===== src/rtl/sip_pkg.sv =====
package sip_pkg;
   // synchronised strobe view: level plus single-cycle edge pulses
   typedef struct packed {
      logic lvl;
      logic rise;
      logic fall;
   } sip_edge_t;

   // which port of the pair this instance serves; picks the enable index
   typedef enum logic {
      SIP_PORT_A = 1'b0,
      SIP_PORT_B = 1'b1
   } sip_port_e;

   localparam int unsigned SIP_CMD_IDX_W = 3;
endpackage


===== src/rtl/sip_edge_sync.sv =====
module sip_edge_sync #(
   parameter int unsigned STAGES = 2,
   parameter logic        IDLE   = 1'b1
) (
   input  logic                clk_i,
   input  logic                rst_ni,
   input  logic                async_i,
   output sip_pkg::sip_edge_t  edge_o
);
   logic [STAGES-1:0] chain_q;
   logic              last_q;

   if (STAGES < 2) begin : g_bad_stages
      $error("sip_edge_sync: STAGES must be at least 2");
   end

   for (genvar i = 0; i < STAGES; i++) begin : g_stage
      if (i == 0) begin : g_first
         always_ff @(posedge clk_i or negedge rst_ni) begin
            if (!rst_ni) chain_q[0] <= IDLE;
            else         chain_q[0] <= async_i;
         end
      end else begin : g_next
         always_ff @(posedge clk_i or negedge rst_ni) begin
            if (!rst_ni) chain_q[i] <= IDLE;
            else         chain_q[i] <= chain_q[i-1];
         end
      end
   end

   always_ff @(posedge clk_i or negedge rst_ni) begin
      if (!rst_ni) last_q <= IDLE;
      else         last_q <= chain_q[STAGES-1];
   end

   assign edge_o.lvl  = chain_q[STAGES-1];
   assign edge_o.rise = chain_q[STAGES-1] & ~last_q;
   assign edge_o.fall = ~chain_q[STAGES-1] & last_q;
endmodule


===== src/rtl/sip_data_latch.sv =====
module sip_data_latch #(
   parameter int unsigned W = 8
) (
   input  logic         clk_i,
   input  logic         rst_ni,
   input  logic         load_i,
   input  logic [W-1:0] d_i,
   output logic [W-1:0] q_o
);
   if (W < 1) begin : g_bad_width
      $error("sip_data_latch: W must be at least 1");
   end

   always_ff @(posedge clk_i or negedge rst_ni) begin
      if (!rst_ni)     q_o <= '0;
      else if (load_i) q_o <= d_i;
   end
endmodule


===== src/rtl/sip_flag_ctl.sv =====
module sip_flag_ctl (
   input  logic               clk_i,
   input  logic               rst_ni,
   input  sip_pkg::sip_edge_t stb_i,
   input  sip_pkg::sip_edge_t rd_i,
   input  logic               en_i,
   output logic               full_o,
   output logic               irq_o
);
   logic full_q, irq_q, req_q, req;

   // service condition: strobe back high, byte waiting, interrupt enabled
   assign req = stb_i.lvl & full_q & en_i;

   always_ff @(posedge clk_i or negedge rst_ni) begin
      if (!rst_ni) begin
         full_q <= 1'b0;
         irq_q  <= 1'b0;
         req_q  <= 1'b0;
      end else begin
         // a new strobe wins over a read completing in the same cycle
         if (stb_i.fall)     full_q <= 1'b1;
         else if (rd_i.rise) full_q <= 1'b0;

         // request is raised by the condition becoming true, withdrawn by the read fall
         if (!req)           irq_q <= 1'b0;
         else if (rd_i.fall) irq_q <= 1'b0;
         else if (!req_q)    irq_q <= 1'b1;

         req_q <= req;
      end
   end

   assign full_o = full_q;
   assign irq_o  = irq_q;

   p_full_set_r2: assert property (@(posedge clk_i) disable iff (!rst_ni)
      stb_i.fall |=> full_q);
   p_full_keep_r3: assert property (@(posedge clk_i) disable iff (!rst_ni)
      (full_q && !rd_i.lvl) |=> full_q);
   p_full_clr_r3: assert property (@(posedge clk_i) disable iff (!rst_ni)
      (rd_i.rise && !stb_i.fall) |=> !full_q);
   p_irq_rise_r4: assert property (@(posedge clk_i) disable iff (!rst_ni)
      (stb_i.rise && full_q && en_i && !rd_i.fall) |=> irq_q);
   p_irq_clr_r5: assert property (@(posedge clk_i) disable iff (!rst_ni)
      rd_i.fall |=> !irq_q);
   p_irq_drop_r6: assert property (@(posedge clk_i) disable iff (!rst_ni)
      (!stb_i.lvl || !en_i) |=> !irq_q);
endmodule


===== src/rtl/strobed_in_port.sv =====
module strobed_in_port #(
   parameter int unsigned        DATA_W      = 8,
   parameter int unsigned        SYNC_STAGES = 2,
   parameter sip_pkg::sip_port_e PORT        = sip_pkg::SIP_PORT_A
) (
   input  logic                             clk_i,
   input  logic                             rst_ni,
   input  logic [DATA_W-1:0]                per_data_i,
   input  logic                             per_stb_ni,
   input  logic                             cpu_rd_ni,
   output logic [DATA_W-1:0]                cpu_data_o,
   input  logic                             cmd_we_i,
   input  logic [sip_pkg::SIP_CMD_IDX_W-1:0] cmd_bit_i,
   input  logic                             cmd_val_i,
   output logic                             buf_full_o,
   output logic                             irq_o
);
   import sip_pkg::*;

   localparam logic [SIP_CMD_IDX_W-1:0] EN_IDX_A = SIP_CMD_IDX_W'(4);
   localparam logic [SIP_CMD_IDX_W-1:0] EN_IDX_B = SIP_CMD_IDX_W'(2);

   if (DATA_W < 1) begin : g_bad_width
      $error("strobed_in_port: DATA_W must be at least 1");
   end

   sip_edge_t stb_e, rd_e;
   logic      en_q, en_hit;

   sip_edge_sync #(.STAGES(SYNC_STAGES), .IDLE(1'b1)) u_stb_sync (
      .clk_i(clk_i), .rst_ni(rst_ni), .async_i(per_stb_ni), .edge_o(stb_e));

   sip_edge_sync #(.STAGES(SYNC_STAGES), .IDLE(1'b1)) u_rd_sync (
      .clk_i(clk_i), .rst_ni(rst_ni), .async_i(cpu_rd_ni), .edge_o(rd_e));

   sip_data_latch #(.W(DATA_W)) u_latch (
      .clk_i(clk_i), .rst_ni(rst_ni), .load_i(~stb_e.lvl),
      .d_i(per_data_i), .q_o(cpu_data_o));

   // enable index depends on which port of the pair is built
   if (PORT == SIP_PORT_A) begin : g_idx_a
      assign en_hit = cmd_we_i && (cmd_bit_i == EN_IDX_A);
   end else begin : g_idx_b
      assign en_hit = cmd_we_i && (cmd_bit_i == EN_IDX_B);
   end

   always_ff @(posedge clk_i or negedge rst_ni) begin
      if (!rst_ni)     en_q <= 1'b0;
      else if (en_hit) en_q <= cmd_val_i;
   end

   sip_flag_ctl u_flags (
      .clk_i(clk_i), .rst_ni(rst_ni), .stb_i(stb_e), .rd_i(rd_e),
      .en_i(en_q), .full_o(buf_full_o), .irq_o(irq_o));

   p_capture_r1: assert property (@(posedge clk_i) disable iff (!rst_ni)
      !stb_e.lvl |=> (cpu_data_o == $past(per_data_i)));
   p_hold_r1: assert property (@(posedge clk_i) disable iff (!rst_ni)
      stb_e.lvl |=> $stable(cpu_data_o));
   p_en_write_r7: assert property (@(posedge clk_i) disable iff (!rst_ni)
      en_hit |=> (en_q == $past(cmd_val_i)));
   p_en_other_r7: assert property (@(posedge clk_i) disable iff (!rst_ni)
      !en_hit |=> $stable(en_q));
   p_overwrite_r9: assert property (@(posedge clk_i) disable iff (!rst_ni)
      (buf_full_o && stb_e.fall) |=> buf_full_o);
endmodule


===== config.mk =====
export PLATFORM = sky130hd
export DESIGN_NAME = strobed_in_port
export DESIGN_NICKNAME = d
export VERILOG_FILES = /design/src/rtl/sip_pkg.sv /design/src/rtl/sip_edge_sync.sv /design/src/rtl/sip_data_latch.sv /design/src/rtl/sip_flag_ctl.sv /design/src/rtl/strobed_in_port.sv
export SDC_FILE = /design/constraint.sdc
export NUM_CORES = 1
export LEC_CHECK = 0
export ABC_AREA = 1
export BUFFER_PORTS_ARGS = -buffer_cell sky130_fd_sc_hd__clkbuf_2
export CAP_MARGIN = 15
export CORE_MARGIN = 5
export CORE_UTILIZATION = 40
export DETAILED_ROUTE_END_ITERATION = 7
export HOLD_SLACK_MARGIN = 0.15
export PLACE_DENSITY_LB_ADDON = 0.12
export SKIP_CTS_REPAIR_TIMING = 1
export SLEW_MARGIN = 40
export SYNTH_ARGS = -nofsm -noshare
export SYNTH_HDL_FRONTEND = slang
export SYNTH_SLANG_ARGS = --single-unit

===== constraint.sdc =====
create_clock -name clk_i -period 2.1 [get_ports clk_i]
set_input_delay 0 -clock clk_i [delete_from_list [all_inputs] [get_ports clk_i]]
set_output_delay 0 -clock clk_i [all_outputs]
set_load 0.1 [all_outputs]

# Word level (Yosys, flattened, before mapping)

Cells that the tools add are included.

Bits in registers: 18
Input bits: 17

Eq/ne operators: 2
Muxes and demuxes: 5
Bitwise logic cells: 8
Reductions and logical operators: 2

Operators by type and width:

| operator                                      | count |
|---|---|
| bitwise AND 1 bit                             | 5 |
| 2-to-1 mux 1 bit                              | 5 |
| equality test 3 bit (second input constant)   | 1 |
| inequality test 3 bit (second input constant) | 1 |
| inverter 1 bit                                | 3 |
| nonzero test 2 bit                            | 1 |
| logical AND 1 bit                             | 1 |

# Longest topological paths before layout

Depth after elaboration: 4
Mapped depth: 5

# Modules after synthesis

A second synthesis with hierarchy kept.

Cell total of the unflattened synthesis: 71
Area total of the unflattened synthesis: 680.7 um^2

Modules (own cells, without submodules):

| module          | instances | cells each | area each (um^2) | sequential area each (um^2) |
|---|---|---|---|---|
| sip_data_latch  | 1         | 34         | 305.3            | 200.2 |
| sip_edge_sync   | 2         | 8          | 101.3            | 78.8 |
| sip_flag_ctl    | 1         | 12         | 113.9            | 75.1 |
| strobed_in_port | 1         | 9          | 58.8             | 25.0 |

# Least setup slack after synthesis

OpenSTA, ideal clock, no wires.

Path type: register to register
From: reg u_flags.full_q (netlist: u_flags.full_o)
To: reg u_flags.irq_q (netlist: u_flags.irq_o)
Arrival time: 1.215 ns
Setup slack: 0.811 ns
Stages on the path, launching flop included: 3
Period minus slack after synthesis: 1.289 ns
Cells stage by stage: dfrtp_1 > nand3_1 > nor2_1

Longest elaborated chain between the ends: 3

RTL lines:

| element                                                                    | RTL line           | RTL |
|---|---|---|
| start: declaration                                                         | sip_flag_ctl.sv:10 | `logic full_q, irq_q, req_q, req;` |
| start signal: assignment                                                   | sip_flag_ctl.sv:17 | `full_q <= 1'b0;` |
| start signal: assignment                                                   | sip_flag_ctl.sv:22 | `if (stb_i.fall) full_q <= 1'b1;` |
| start signal: assignment                                                   | sip_flag_ctl.sv:23 | `else if (rd_i.rise) full_q <= 1'b0;` |
| bitwise AND 1 bit (*) (2 in series)                                        | sip_flag_ctl.sv:13 | `assign req = stb_i.lvl & full_q & en_i;` |
| inequality test 3 bit (no line) / 2-to-1 mux 1 bit (equally long branches) | -                  |  |
| end signal: assignment                                                     | sip_flag_ctl.sv:18 | `irq_q <= 1'b0;` |
| end signal: assignment                                                     | sip_flag_ctl.sv:26 | `if (!req) irq_q <= 1'b0;` |
| end signal: assignment                                                     | sip_flag_ctl.sv:27 | `else if (rd_i.fall) irq_q <= 1'b0;` |
| end: declaration                                                           | sip_flag_ctl.sv:10 |  |

Every way passes the cells marked *; elsewhere a longest branch is shown, timed or not.
A chain may end at the register's enable or synchronous reset.

==> run_results.csv <==
group,metric,value,unit
synth,netlist_area,632,um^2
critical_path,cp.buffers_inverters,4,
power,peakVddDrop,376,uV
critical_path,rrSetupSlack,0.95,ns
critical_path,max_stage_delay,0.55,ns
die,die_area,2470,um^2
detailed_routing,wl,1230,um
detailed_routing,firstDrtPassIters,4,
placed_design,portBuffers,26,
critical_path,cp_slowest_cell,"dlygate4sd3_1",
synth,synth_cell_type_count,9,
clock_network,cts_buffers,3,
power,p_seq_share,50.5,%
timing,tightestPinTransition,0.544,ns
die,fp.dieH,49.7,um
timing,finClkSkew,0.00158,ns
global_routing,gr-usage-met2,12.5,%
global_routing,track_usage,9.48,%
timing,hold_viol_final,0,
timing,final.period_utilization,79.4,%
timing,fin_crit,1.67,ns
critical_path,crit_top_cell,"dlygate4sd3_1",
global_routing,met1_usage,13.1,%
final_layout,antenna_cells,0,
critical_path,crit_path_start,"cmd_val_i",
final_layout,syn2layout_area_growth,48.3,%
final_layout,regMostFlops,"u_latch.q_o",
critical_path,crit_end,"en_q",
critical_path,cp.required,2.27,ns
die,die_w,49.7,um
critical_path,cp-start-kind,"input pin",
detailed_routing,drtIter0Drc,8,
run,drv_cap,0,
clock_network,cts.path.max_buffers,2,
critical_path,critPathTopFamily,"buffers and inverters",
detailed_routing,antenna_left,0,
critical_path,path_class,"in2reg",
die,coreArea,1510,um^2
detailed_routing,post_drt_wl_per_cell,10.2,um
synth,ys_seq_elements,18,
clock_network,cts_sinks,18,
clock_network,h-tree-depth,1,
clock_network,clk_latency,0.28,ns
final_layout,utilization,62.2,%
power,comb_power_share,27.8,%
power,clkPwrFrac,21.7,%
clock_network,clkSlewWorstSetupHoldPaths,0.10,ns
final_layout,drive_gt1_share,34.6,%
final_layout,largest_reg_flops,8,
final_layout,finalNetCount,122,
placed_design,gp_congestion,0.728,
power,intPower,0.000505,W
clock_network,cts_tree,"yes",
detailed_routing,route.detailed.drc,0,
synth,yosysWarnings,0,
timing,max_freq,0.600,GHz
critical_path,r2r-start,"en_q",
global_routing,busiest_layer,"met1",
critical_path,r2r_end,"en_q",
final_layout,fillerInstances,135,
power,pwr_density_cell,836,nW/um^2
synth,syn-num-nets,78,
clock_network,cts-root-buf,"clkbuf_4",
final_layout,stdcell_count,120,
synth,seq_area_frac_synth,72.5,%
final_layout,mostFrequentLayoutCells,"31 x nand2_1, 26 x clkbuf_2, 14 x dlygate4sd3_1",
die,ioPinCount,27,
power,switching_share,35.6,%
detailed_routing,num_vias,506,
synth,synth_cells,61,
global_routing,antenna_found_initial,0,
critical_path,arrival,1.84,ns
power,p_leak,0.517,nW
timing,slew_viol_final,0,
detailed_routing,drt-vias-per-instance,4.22,
critical_path,worst_setup_path_end_kind,"flip-flop",
synth,synth.avg_cell_area,10.4,um^2
timing,tns,0,ns
global_routing,grt_max_degree,19,
timing,setup_viol,0,
global_routing,grt_pass1_wl,1790,um
placed_design,dp_cells,102,
global_routing,grt_overflow,0,
final_layout,final_common_cell,"nand2_1",
critical_path,cp_max_fo,1,
timing,rsz0062_at_grt,"no",
critical_path,reg2reg_depth,3,
placed_design,hpwl,834,um
power,p_sw,0.000279,W
critical_path,path_cells,"dlygate4sd3_1 -> clkbuf_2 -> nand3_1 -> dlygate4sd3_1 -> nand2_1 -> dlygate4sd3_1",
min_path,hold_class,"in2async",
timing,slew_headroom,63.9,%
global_routing,met3_usage,4.52,%
global_routing,grt_pass1_vias,422,
status,status,"finished, final reports clean",
die,rows,14,
critical_path,cp.depth,6,
die,initial_utilization,41.9,%
[cells in the mapped netlist]
master	count	area share, %
buf_6	1	1.8
nand3_1	2	1.6
o21ai_0	2	1.6
dfstp_2	6	25
inv_2	1	0.59
nor2_1	2	1.2
nand2_1	31	18
inv_1	4	2.4
dfrtp_1	12	48
[area by class of cell]
class / count / area (um^2) / share of cell area (%)
sequential: 18 / 458 / 48.9
tap: 16 / 20.0 / 2.14
multi-input combinational: 37 / 144 / 15.4
inverter: 5 / 18.8 / 2.00
clock buffer: 4 / 26.3 / 2.80
timing repair buffer: 40 / 270 / 28.8
[layer usage]
metal	vias up	wire [um]
li1	268	-
met1	223	541
met2	15	586
met3	0	100
met4	0	0
met5	-	0
[worst min path at each step]
stage / startpoint / to / slack (ns)
detailed placement: rst_ni / u_flags.req_q / -0.04
CTS: rst_ni / u_latch.q_o[2] / -0.36
floorplan: rst_ni / en_q / -0.30
global placement: rst_ni / u_flags.irq_o / -0.04
global route: rst_ni / u_latch.q_o[7] / 0.21
finish: rst_ni / u_latch.q_o[2] / 0.18
[cell families (layout without fill, tap and decap cells)]
group                  count (synthesis)  in the layout  synth area share, %
buffers and inverters                  6             49                 4.75
AOI/OAI and AO/OA                      2              2                 1.58
and+or+nand+nor                       35             35                 21.2
DFF                                   18             18                 72.5
[worst register-to-register path, delay by kind of cell (launching register included)]
| family | cells | cell delay (ns) |
|---|---|---|
| buffers and inverters | 1 | 0.54 |
| flip-flops | 1 | 0.40 |
| AND/OR/NAND/NOR | 2 | 0.11 |
[through the flow]
stage          area (um^2)  total power, W  setup WS [ns]  hold WS [ns]
3_5_place_dp           771        0.000599           1.10       -0.0394
3_3_place_gp           771        0.000598           1.13       -0.0432
2_1_floorplan          632        0.000553          0.811        -0.296
5_1_grt                937        0.000828          0.388         0.210
6_report               937        0.000783          0.432         0.177
4_1_cts                797        0.000770          0.967        -0.358
[power groups by stage]
stage	registers [W]	clock network (W)	logic, W
finish	0.000396	0.000170	0.000218
global placement	0.000402	0	0.000196
detailed placement	0.000403	0	0.000196
global route	0.000400	0.000197	0.000231
floorplan	0.000525	0	0.0000281
CTS	0.000396	0.000177	0.000197
Power figures use the tool's default switching activity.
